File: config.mk
export PLATFORM = sky130hd
export DESIGN_NAME = bjt_nextpc_unit
export DESIGN_NICKNAME = d
export VERILOG_FILES = /design/src/rtl/bjt_pkg.sv /design/src/rtl/bjt_branch_cmp.sv /design/src/rtl/bjt_target_add.sv /design/src/rtl/bjt_nextpc_unit.sv
export SDC_FILE = /design/constraint.sdc
export NUM_CORES = 1
export LEC_CHECK = 0
export BUFFER_PORTS_ARGS = -buffer_cell sky130_fd_sc_hd__buf_2
export CAP_MARGIN = 20
export CELL_PAD_IN_SITES_DETAIL_PLACEMENT = 0
export CELL_PAD_IN_SITES_GLOBAL_PLACEMENT = 1
export CORE_MARGIN = 2
export CORE_UTILIZATION = 34
export CTS_BUF_LIST = sky130_fd_sc_hd__clkbuf_4
export DETAILED_ROUTE_END_ITERATION = 8
export PLACE_DENSITY_LB_ADDON = 0.05
export SETUP_SLACK_MARGIN = 0.4
export SKIP_LAST_GASP = 1
export SYNTH_ARGS = -nofsm -noshare
export SYNTH_HDL_FRONTEND = slang
export SYNTH_SLANG_ARGS = --single-unit
File: constraint.sdc
create_clock -name clk -period 3.9 [get_ports clk]
set_clock_uncertainty 0.05 [all_clocks]
set_input_delay 0.195 -clock clk [delete_from_list [all_inputs] [get_ports clk]]
set_output_delay 0.195 -clock clk [all_outputs]
set_load 0.05 [all_outputs]
File: src/rtl/bjt_pkg.sv
// Shared definitions for the next-PC unit: flow classes and condition codes.
// Assumes the decoder produces the 2-bit flow class and the 3-bit compare code.
package bjt_pkg;
    typedef enum logic [1:0] {
        FLOW_SEQ     = 2'b00,
        FLOW_BRANCH  = 2'b01,
        FLOW_JUMP    = 2'b10,
        FLOW_JUMPREG = 2'b11
    } flow_e;

    localparam logic [2:0] CC_EQ  = 3'b000;
    localparam logic [2:0] CC_NE  = 3'b001;
    localparam logic [2:0] CC_LT  = 3'b100;
    localparam logic [2:0] CC_GE  = 3'b101;
    localparam logic [2:0] CC_LTU = 3'b110;
    localparam logic [2:0] CC_GEU = 3'b111;
endpackage

File: src/rtl/bjt_branch_cmp.sv
// Operand comparator for conditional branches.
// Evaluates one of six signed/unsigned relations selected by cc_i.
// Assumes the two unused codes (010, 011) must give a false result.
module bjt_branch_cmp #(
    parameter int W = 32
) (
    input  logic [W-1:0] a_i,
    input  logic [W-1:0] b_i,
    input  logic [2:0]   cc_i,
    output logic         hit_o
);
    import bjt_pkg::*;

    logic eq;
    logic lt_s;
    logic lt_u;

    // Basic relations shared by all condition codes
    always_comb begin
        eq   = (a_i == b_i);
        lt_s = ($signed(a_i) < $signed(b_i));
        lt_u = (a_i < b_i);
    end

    // Select the relation named by the condition code
    always_comb begin
        unique case (cc_i)
            CC_EQ:   hit_o = eq;
            CC_NE:   hit_o = !eq;
            CC_LT:   hit_o = lt_s;
            CC_GE:   hit_o = !lt_s;
            CC_LTU:  hit_o = lt_u;
            CC_GEU:  hit_o = !lt_u;
            default: hit_o = 1'b0;
        endcase
    end
endmodule

File: src/rtl/bjt_target_add.sv
// Address adder: base plus offset, with the offset optionally doubled
// and bit 0 of the sum optionally cleared. The sum wraps modulo 2^W.
// SHIFT and CLR_LSB are fixed per instance.
module bjt_target_add #(
    parameter int W       = 32,
    parameter bit SHIFT   = 1'b0,
    parameter bit CLR_LSB = 1'b0
) (
    input  logic [W-1:0] base_i,
    input  logic [W-1:0] off_i,
    output logic [W-1:0] sum_o
);
    logic [W-1:0] off_eff;
    logic [W-1:0] raw;

    generate
        if (SHIFT) begin : g_scaled
            assign off_eff = {off_i[W-2:0], 1'b0};
        end else begin : g_plain
            assign off_eff = off_i;
        end
    endgenerate

    // Modular sum of base and effective offset
    always_comb raw = base_i + off_eff;

    generate
        if (CLR_LSB) begin : g_even
            assign sum_o = {raw[W-1:1], 1'b0};
        end else begin : g_keep
            assign sum_o = raw;
        end
    endgenerate
endmodule

File: src/rtl/bjt_nextpc_unit.sv
// Next-PC unit. Selects the sequential, branch, PC-relative jump or
// register-jump target and produces the link address.
// Assumes imm_i is already sign-extended and, for PC-relative forms,
// counted in halfwords. REG_PC adds a PC register with synchronous
// active-low reset.
module bjt_nextpc_unit #(
    parameter int          W          = 32,
    parameter int          INSN_BYTES = 4,
    parameter bit          REG_PC     = 1'b1,
    parameter logic [W-1:0] RESET_PC  = '0
) (
    input  logic         clk,
    input  logic         rst_n,
    input  logic [W-1:0] pc_i,
    input  logic [W-1:0] opa_i,
    input  logic [W-1:0] opb_i,
    input  logic [W-1:0] imm_i,
    input  logic [1:0]   flow_i,
    input  logic [2:0]   cond_i,
    output logic [W-1:0] next_pc_o,
    output logic         taken_o,
    output logic [W-1:0] link_o,
    output logic [W-1:0] pc_q_o
);
    import bjt_pkg::*;

    localparam logic [W-1:0] STEP = W'(INSN_BYTES);

    flow_e        flow;
    logic         cmp_hit;
    logic [W-1:0] rel_tgt;
    logic [W-1:0] reg_tgt;

    // Decode the flow class
    always_comb flow = flow_e'(flow_i);

    // Return address: the instruction after the current one
    always_comb link_o = pc_i + STEP;

    bjt_branch_cmp #(.W(W)) u_cmp (
        .a_i   (opa_i),
        .b_i   (opb_i),
        .cc_i  (cond_i),
        .hit_o (cmp_hit)
    );

    bjt_target_add #(.W(W), .SHIFT(1'b1), .CLR_LSB(1'b0)) u_rel (
        .base_i (pc_i),
        .off_i  (imm_i),
        .sum_o  (rel_tgt)
    );

    bjt_target_add #(.W(W), .SHIFT(1'b0), .CLR_LSB(1'b1)) u_reg (
        .base_i (opa_i),
        .off_i  (imm_i),
        .sum_o  (reg_tgt)
    );

    // Choose the next PC and the taken flag from the flow class
    always_comb begin
        unique case (flow)
            FLOW_BRANCH: begin
                taken_o   = cmp_hit;
                next_pc_o = cmp_hit ? rel_tgt : link_o;
            end
            FLOW_JUMP: begin
                taken_o   = 1'b1;
                next_pc_o = rel_tgt;
            end
            FLOW_JUMPREG: begin
                taken_o   = 1'b1;
                next_pc_o = reg_tgt;
            end
            default: begin
                taken_o   = 1'b0;
                next_pc_o = link_o;
            end
        endcase
    end

    generate
        if (REG_PC) begin : g_pc_reg
            logic [W-1:0] pc_q;
            // PC register: synchronous reset, otherwise follow the next PC
            always_ff @(posedge clk) begin
                if (!rst_n) pc_q <= RESET_PC;
                else        pc_q <= next_pc_o;
            end
            assign pc_q_o = pc_q;

            a_r11_pc_follows: assert property (@(posedge clk) disable iff (!rst_n)
                1'b1 |=> pc_q_o == $past(next_pc_o))
                else $error("R11: PC register did not load the previous next PC");
        end else begin : g_pc_comb
            assign pc_q_o = next_pc_o;
        end
    endgenerate

    a_r1_seq_stays: assert property (@(posedge clk) disable iff (!rst_n)
        flow_i == 2'b00 |-> !taken_o && next_pc_o == link_o)
        else $error("R1: sequential flow left the straight path");

    a_r5_unused_cc: assert property (@(posedge clk) disable iff (!rst_n)
        (flow_i == 2'b01 && cond_i[2:1] == 2'b01) |-> !taken_o)
        else $error("R5: unused condition code took the branch");

    a_r6_fallthrough: assert property (@(posedge clk) disable iff (!rst_n)
        (flow_i == 2'b01 && !taken_o) |-> next_pc_o == link_o)
        else $error("R6: untaken branch did not fall through");

    a_r7_jump_taken: assert property (@(posedge clk) disable iff (!rst_n)
        flow_i[1] |-> taken_o)
        else $error("R7: jump not flagged as taken");

    a_r8_even_target: assert property (@(posedge clk) disable iff (!rst_n)
        flow_i == 2'b11 |-> next_pc_o[0] == 1'b0)
        else $error("R8: register jump target has bit 0 set");
endmodule

==> impl_metrics.csv, run 1 <==
group,metric,value,unit
placed_design,port_buffers,231,
status,outcome,"completed",
clock_network,clockBufferDepth,2,
global_route,gr-total-overflow,0,
pwr,peakVddDrop,0.0001090,V
pwr,power.leakage,4.012,nW
finish,fillers,2064,
hold_path,hold_path_depth,2,
clock_network,cts-buffers-inserted,5,
setup_path,end_kind,"primary output",
placed_design,gp_congestion,0.9186,
pwr,clkPwrFrac,0.106,
finish,drive_above_1_share,0.2590,
synth,syn_nets,1116,
pwr,seqPwrFrac,0.161,
finish,mostFrequentLayoutCell,"buf_2",
synth,netlist_instances,886,
route,wl,25990,um
sta,rsz0062_at_grt,"yes",
synth,syn-cell-area,6604,um^2
finish,largest_reg_flops,32,
global_route,grt_pass1_vias,6860,
synth,postSynthAreaPerCell,7.454,um^2
floorplanning,die-width,143.4,um
floorplanning,initial_core_util,0.3495,
pwr,total_power,0.002328,W
synth,yosysWarnings,0,
sta,max_freq,293.6,MHz
clock_network,htree_levels,2,
synth,synth_enable_flop_cells,0,
route,dr.pass1.iters,5,
pwr,switchingPower,0.001281,W
finish,multi_input_area,5715,um^2
synth,synth-async-reset-ratio,0,
floorplanning,rows,50,
floorplanning,ios,232,
hold_path,holdCritStartpoint,"pc_i[0]",
setup_path,cp.required,3.65,ns
pwr,p_comb_frac,0.733,
synth,synth-main-ff-cell,"dfxtp_1",
clock_network,path_clk_slew,0.09,ns
job,maxCapViolations,0,
synth,ys_types,87,
placed_design,dpl.hpwl,22600,um
route,vias_per_cell,5.411,
synth,synth_top_area_frac,0.1762,
floorplanning,core-area,18890,um^2
finish,seqCellArea,640.6,um^2
clock_network,cts_root_buf,"clkbuf_4",
synth,synthTopCellsByArea,"ha_1 (18%), dfxtp_1 (9.7%), xnor2_1 (7.3%)",
route,ant_nets,0,
sta,fin_setup_tns,0,ns
sta,worst_pin_slew,0.6952,ns
finish,fin_nets,1345,
global_route,grt_pass1_wl,39000,um
route,drt_iter0_markers,544,
finish,syn2layout_area_growth,24.78,%
clock_network,cts.sinks,32,
sta,hold_violations,0,
floorplanning,die_y,143.4,um
pwr,swShare,0.5505,
sta,timing.final.max_slew_violations,0,
hold_path,holdPathEnd,"pc_q_o[0]$_SDFF_PN0_",
sta,finalCritPeriodShare,0.8732,
global_route,grt.total_usage,0.2452,
sta,min_period,3.406,ns
synth,yosys.area.top_type,"ha_1",
clock_network,cts_tree,"built",
sta,setup_viol,0,
pwr,power_density,282.5,nW/um^2
sta,slew_headroom,0.5354,
setup_path,worstPathArrival,3.16,ns
setup_path,path_max_fanout,10,
global_route,antenna_found_initial,3,
floorplanning,dieArea,20550,um^2
route,wire_per_inst,18.86,um
synth,ys_ff_latch,32,
hold_path,hp-class,"primary input to flop",
route,drc,0,
global_route,grt_max_degree,26,
setup_path,start_kind,"primary input",
setup_path,critPathKind,"primary input to primary output",
route,vias,7456,
synth,yosysSeqAreaShare,0.09701,
finish,most-common-layout-cells,"buf_2 (229), nand2_1 (96), ha_1 (93), a21oi_1 (81), xnor2_1 (55)",
pwr,intPower,0.001047,W
## stage by stage
stage	hold WS [ns]	utilization	worst slack [ns]	instance area, um^2	std cells
floorplan	0.2909	-	0.4163	6614	886
global placement	0.4135	0.4274	0.3674	8075	1366
detailed placement	0.4178	0.4274	0.3670	8075	1366
CTS	0.05837	0.4323	0.4010	8168	1374
global route	0.08475	0.4362	0.3641	8240	1378
finish	0.06367	0.4362	0.4945	8240	1378
## cell usage after synthesis, types with 4 or more instances
cell type   n
a211oi_1   20
a21boi_0    7
a21o_1     29
a21oi_1    82
a221oi_1    7
a22oi_1     4
a31oi_1    11
and2_1     18
and3_1     22
and4_1      6
clkbuf_1   13
dfxtp_1    32
ha_1       93
inv_1      52
mux2i_1    25
nand2_1    96
nand2b_1    6
nand3_1    30
nand4_1    24
nor2_1     42
nor2b_1     7
nor3_1     23
o211a_1     4
o211ai_1   11
o21a_1      9
o21ai_0    34
o21bai_1    4
o22ai_1     7
or3_1       5
xnor2_1    55
xor2_1     23
## worst max path at each step
stage,endpoint,cells after the start,start
3_3_place_gp,next_pc_o[20],12,imm_i[0]
3_5_place_dp,next_pc_o[20],12,imm_i[0]
6_report,next_pc_o[18],11,opa_i[14]
5_1_grt,next_pc_o[27],12,pc_i[1]
4_1_cts,next_pc_o[27],12,pc_i[1]
2_1_floorplan,pc_q_o[18]$_SDFF_PN0_,10,imm_i[0]
## what timing repair did
action                                 4_1_cts  5_1_grt
setup buffers                                0        2
gates resized for setup                      2        9
hold buffers                                 0        0
setup endpoints to repair                    2       17
pin swaps                                    0        2
endpoints found under the hold margin        0        0
## area by class of cell
type / count / area share
inverters: 54 / 0.02460
clock inverters: 2 / 0.004251
multi-input cells: 778 / 0.6936
diodes: 2 / 0.0006073
well taps: 260 / 0.03948
repair buffers: 244 / 0.1543
clock buffers: 6 / 0.005466
flip-flops and latches: 32 / 0.07774
## cells by family (layout without fill, tap and decap cells)
logic type / count (synthesis) / count (layout) / share of synthesized area
buffers and inverters: 76 / 306 / 0.04813
XOR/XNOR: 78 / 78 / 0.1034
AO/OA/AOI/OAI: 274 / 274 / 0.2857
flip-flops: 32 / 32 / 0.09701
adder cells (fa/ha/maj): 95 / 95 / 0.1823
AND/OR/NAND/NOR: 301 / 301 / 0.2361
multiplexers: 30 / 30 / 0.04736
other: 0 / 2 / 0
## power groups by stage
stage	clock, W	combinational (W)	sequential, W
2_1_floorplan	0	0.00105	0.000525
3_3_place_gp	0	0.00168	0.000381
3_5_place_dp	0	0.00167	0.000382
4_1_cts	0.000252	0.00168	0.000374
5_1_grt	0.000259	0.00184	0.000377
6_report	0.000247	0.00171	0.000374
## critical path: stages
cell,delay [ns]
buf_2,0.11
ha_1,0.32
nand4_2,0.14
nor4_2,0.45
a21boi_2,0.25
o311a_4,0.25
mux2i_2,0.33
nor3_4,0.12
buf_4,0.22
a221oi_1,0.43
clkbuf_4,0.33
## per-layer routing
layer / part of all wire / track usage / vias up
li1: - / - / 3775
met1: 0.52 / 0.3945 / 3373
met2: 0.40 / 0.3584 / 298
met3: 0.071 / 0.01566 / 10
met4: 0.0064 / 0.03715 / 0
met5: 0 / 0 / -
Note: power is estimated with default switching activity, not from simulation.
==> inputs of run 2 (changes only) <==
==> constraint.sdc (replaced) <==
create_clock -name clk -period 3 [get_ports clk]
set_clock_uncertainty 0.05 [all_clocks]
set_input_delay 0.15 -clock clk [delete_from_list [all_inputs] [get_ports clk]]
set_output_delay 0.15 -clock clk [all_outputs]
set_load 0.1 [all_outputs]
==> impl_metrics.csv, run 2 (synthesis results as in run 1) <==
group,metric,value,unit
status,outcome,"finished with violations",
status,violations,"setup timing",
setup_path,crit_slowest_cell,"o311a_4",
sta,setup_viol,1,
finish,syn2layout_area_growth,80.45,%
global_route,grt_pass1_wl,42760,um
clock_network,htree_levels,2,
pwr,power.leakage,5.579,nW
route,drc,0,
floorplanning,die-width,143.4,um
sta,max_freq,332.5,MHz
sta,hold_violations,0,
floorplanning,core-area,18890,um^2
finish,most-common-layout-cells,"buf_4 (192), buf_2 (177), nand2_1 (87), ha_1 (71), a21oi_1 (65)",
clock_network,cts_root_buf,"clkbuf_4",
route,wl,28520,um
finish,final_util,0.6307,
clock_network,cts_tree,"built",
finish,fin_nets,1543,
job,maxCapViolations,0,
hold_path,holdCritStartpoint,"rst_n",
setup_path,critPathKind,"primary input to primary output",
finish,fillers,1724,
floorplanning,rows,50,
global_route,grt.total_usage,0.2680,
route,wire_per_inst,18.12,um
clock_network,path_clk_slew,0.11,ns
floorplanning,ios,232,
route,drt_iter0_markers,462,
clock_network,clockBufferDepth,2,
global_route,antenna_found_initial,1,
route,vias_per_cell,5.297,
sta,timing.final.max_slew_violations,0,
setup_path,worstPathArrival,2.81,ns
sta,worst_pin_slew,0.5350,ns
global_route,gr-total-overflow,0,
floorplanning,dieArea,20550,um^2
global_route,grt_pass1_vias,7895,
setup_path,startpoint,"opb_i[7]",
placed_design,dp_slack,-0.1997,ns
setup_path,worst-path-buf-inv,5,
setup_path,path_max_fanout,5,
sta,rsz0062_at_grt,"yes",
setup_path,cp_common_cell,"buf_6",
setup_path,crit_chain,"buf_2 > inv_2 > ha_4 > a21oi_2 > o21ai_2 > a221o_1 > o311a_4 > mux2i_4 > nor3_4 > buf_6 > buf_6 > a211o_1 > nor2b_4 > buf_12",
finish,largest_reg_flops,32,
sta,slew_headroom,0.6412,
floorplanning,initial_core_util,0.3495,
clock_network,cts.sinks,32,
setup_path,path_delay_family,"compound AO/OA/AOI/OAI gates",
floorplanning,die_y,143.4,um
placed_design,port_buffers,231,
sta,finalCritPeriodShare,1.003,
setup_path,start_kind,"primary input",
route,dr.pass1.iters,5,
pwr,peakVddDrop,0.0002081,V
sta,min_period,3.008,ns
hold_path,hp-class,"primary input to flop",
clock_network,cts-buffers-inserted,5,
placed_design,place_area,10670,um^2
route,vias,8338,
sta,fin_ws,-0.007628,ns
route,ant_nets,0,
finish,mostFrequentLayoutCell,"buf_4",
global_route,grt_max_degree,25,
finish,stdcell_area,11920,um^2
placed_design,dpl.hpwl,24160,um
setup_path,slowest_delay,0.42,ns
pwr,power_density,389.8,nW/um^2
setup_path,end_kind,"primary output",
setup_path,cp.required,2.80,ns
placed_design,gp_congestion,0.9251,
finish,drive_above_1_share,0.4996,
## run 2: final timing paths
path | to | slack (ns) | depth (start not counted)
hold / removal | pc_q_o[1]$_SDFF_PN0_ | 0.14 | 3
setup / recovery | next_pc_o[30] | -0.008 | 14
## run 2: final cells by class
cell class / instances / area [um^2] / area share
diodes: 1 / 2.502 / 0.0002100
clock buffers: 5 / 37.54 / 0.003150
clock inverters: 2 / 7.507 / 0.0006300
inverters: 54 / 217.7 / 0.01827
multi-input cells: 779 / 7257 / 0.6090
flip-flops and latches: 32 / 640.6 / 0.05376
well taps: 260 / 325.3 / 0.02730
repair buffers: 441 / 3428 / 0.2877
## run 2: layer usage
metal,vias to the layer above,part of all wire,track usage
li1,4186,-,-
met1,3864,0.50,0.4115
met2,274,0.43,0.4150
met3,14,0.060,0.02233
met4,0,0.0086,0.03664
met5,-,0,0
## run 2: repair_timing
item / 4_1_cts / 5_1_grt
hold endpoints to repair: 1 / 0
endpoints found under the setup margin: 41 / 44
buffers inserted: 21 / 13
hold buffers: 1 / 0
pin swaps: 45 / 39
resized for setup: 106 / 94
cloned: 0 / 1
## run 2: metrics by stage
stage / TNS, ns / hold WS, ns / instances / total power, W
after floorplan: -0.3918 / 0.2459 / 886 / 0.002886
after global placement: -2.237 / 0.3688 / 1530 / 0.004005
after detailed placement: -3.084 / 0.3724 / 1530 / 0.004019
after CTS: -0.009598 / 0.1282 / 1559 / 0.004465
after global routing: -0.6122 / 0.1381 / 1574 / 0.004860
final: -0.007628 / 0.1387 / 1574 / 0.004645
## run 2: report_power, final
group | internal, W | switching [W] | total, W
sequential | 0.000476 | 0.0000102 | 0.000486
combinational | 0.00147 | 0.00244 | 0.00391
clock | 0.0000818 | 0.000167 | 0.000249
total | 0.00203 | 0.00261 | 0.00464
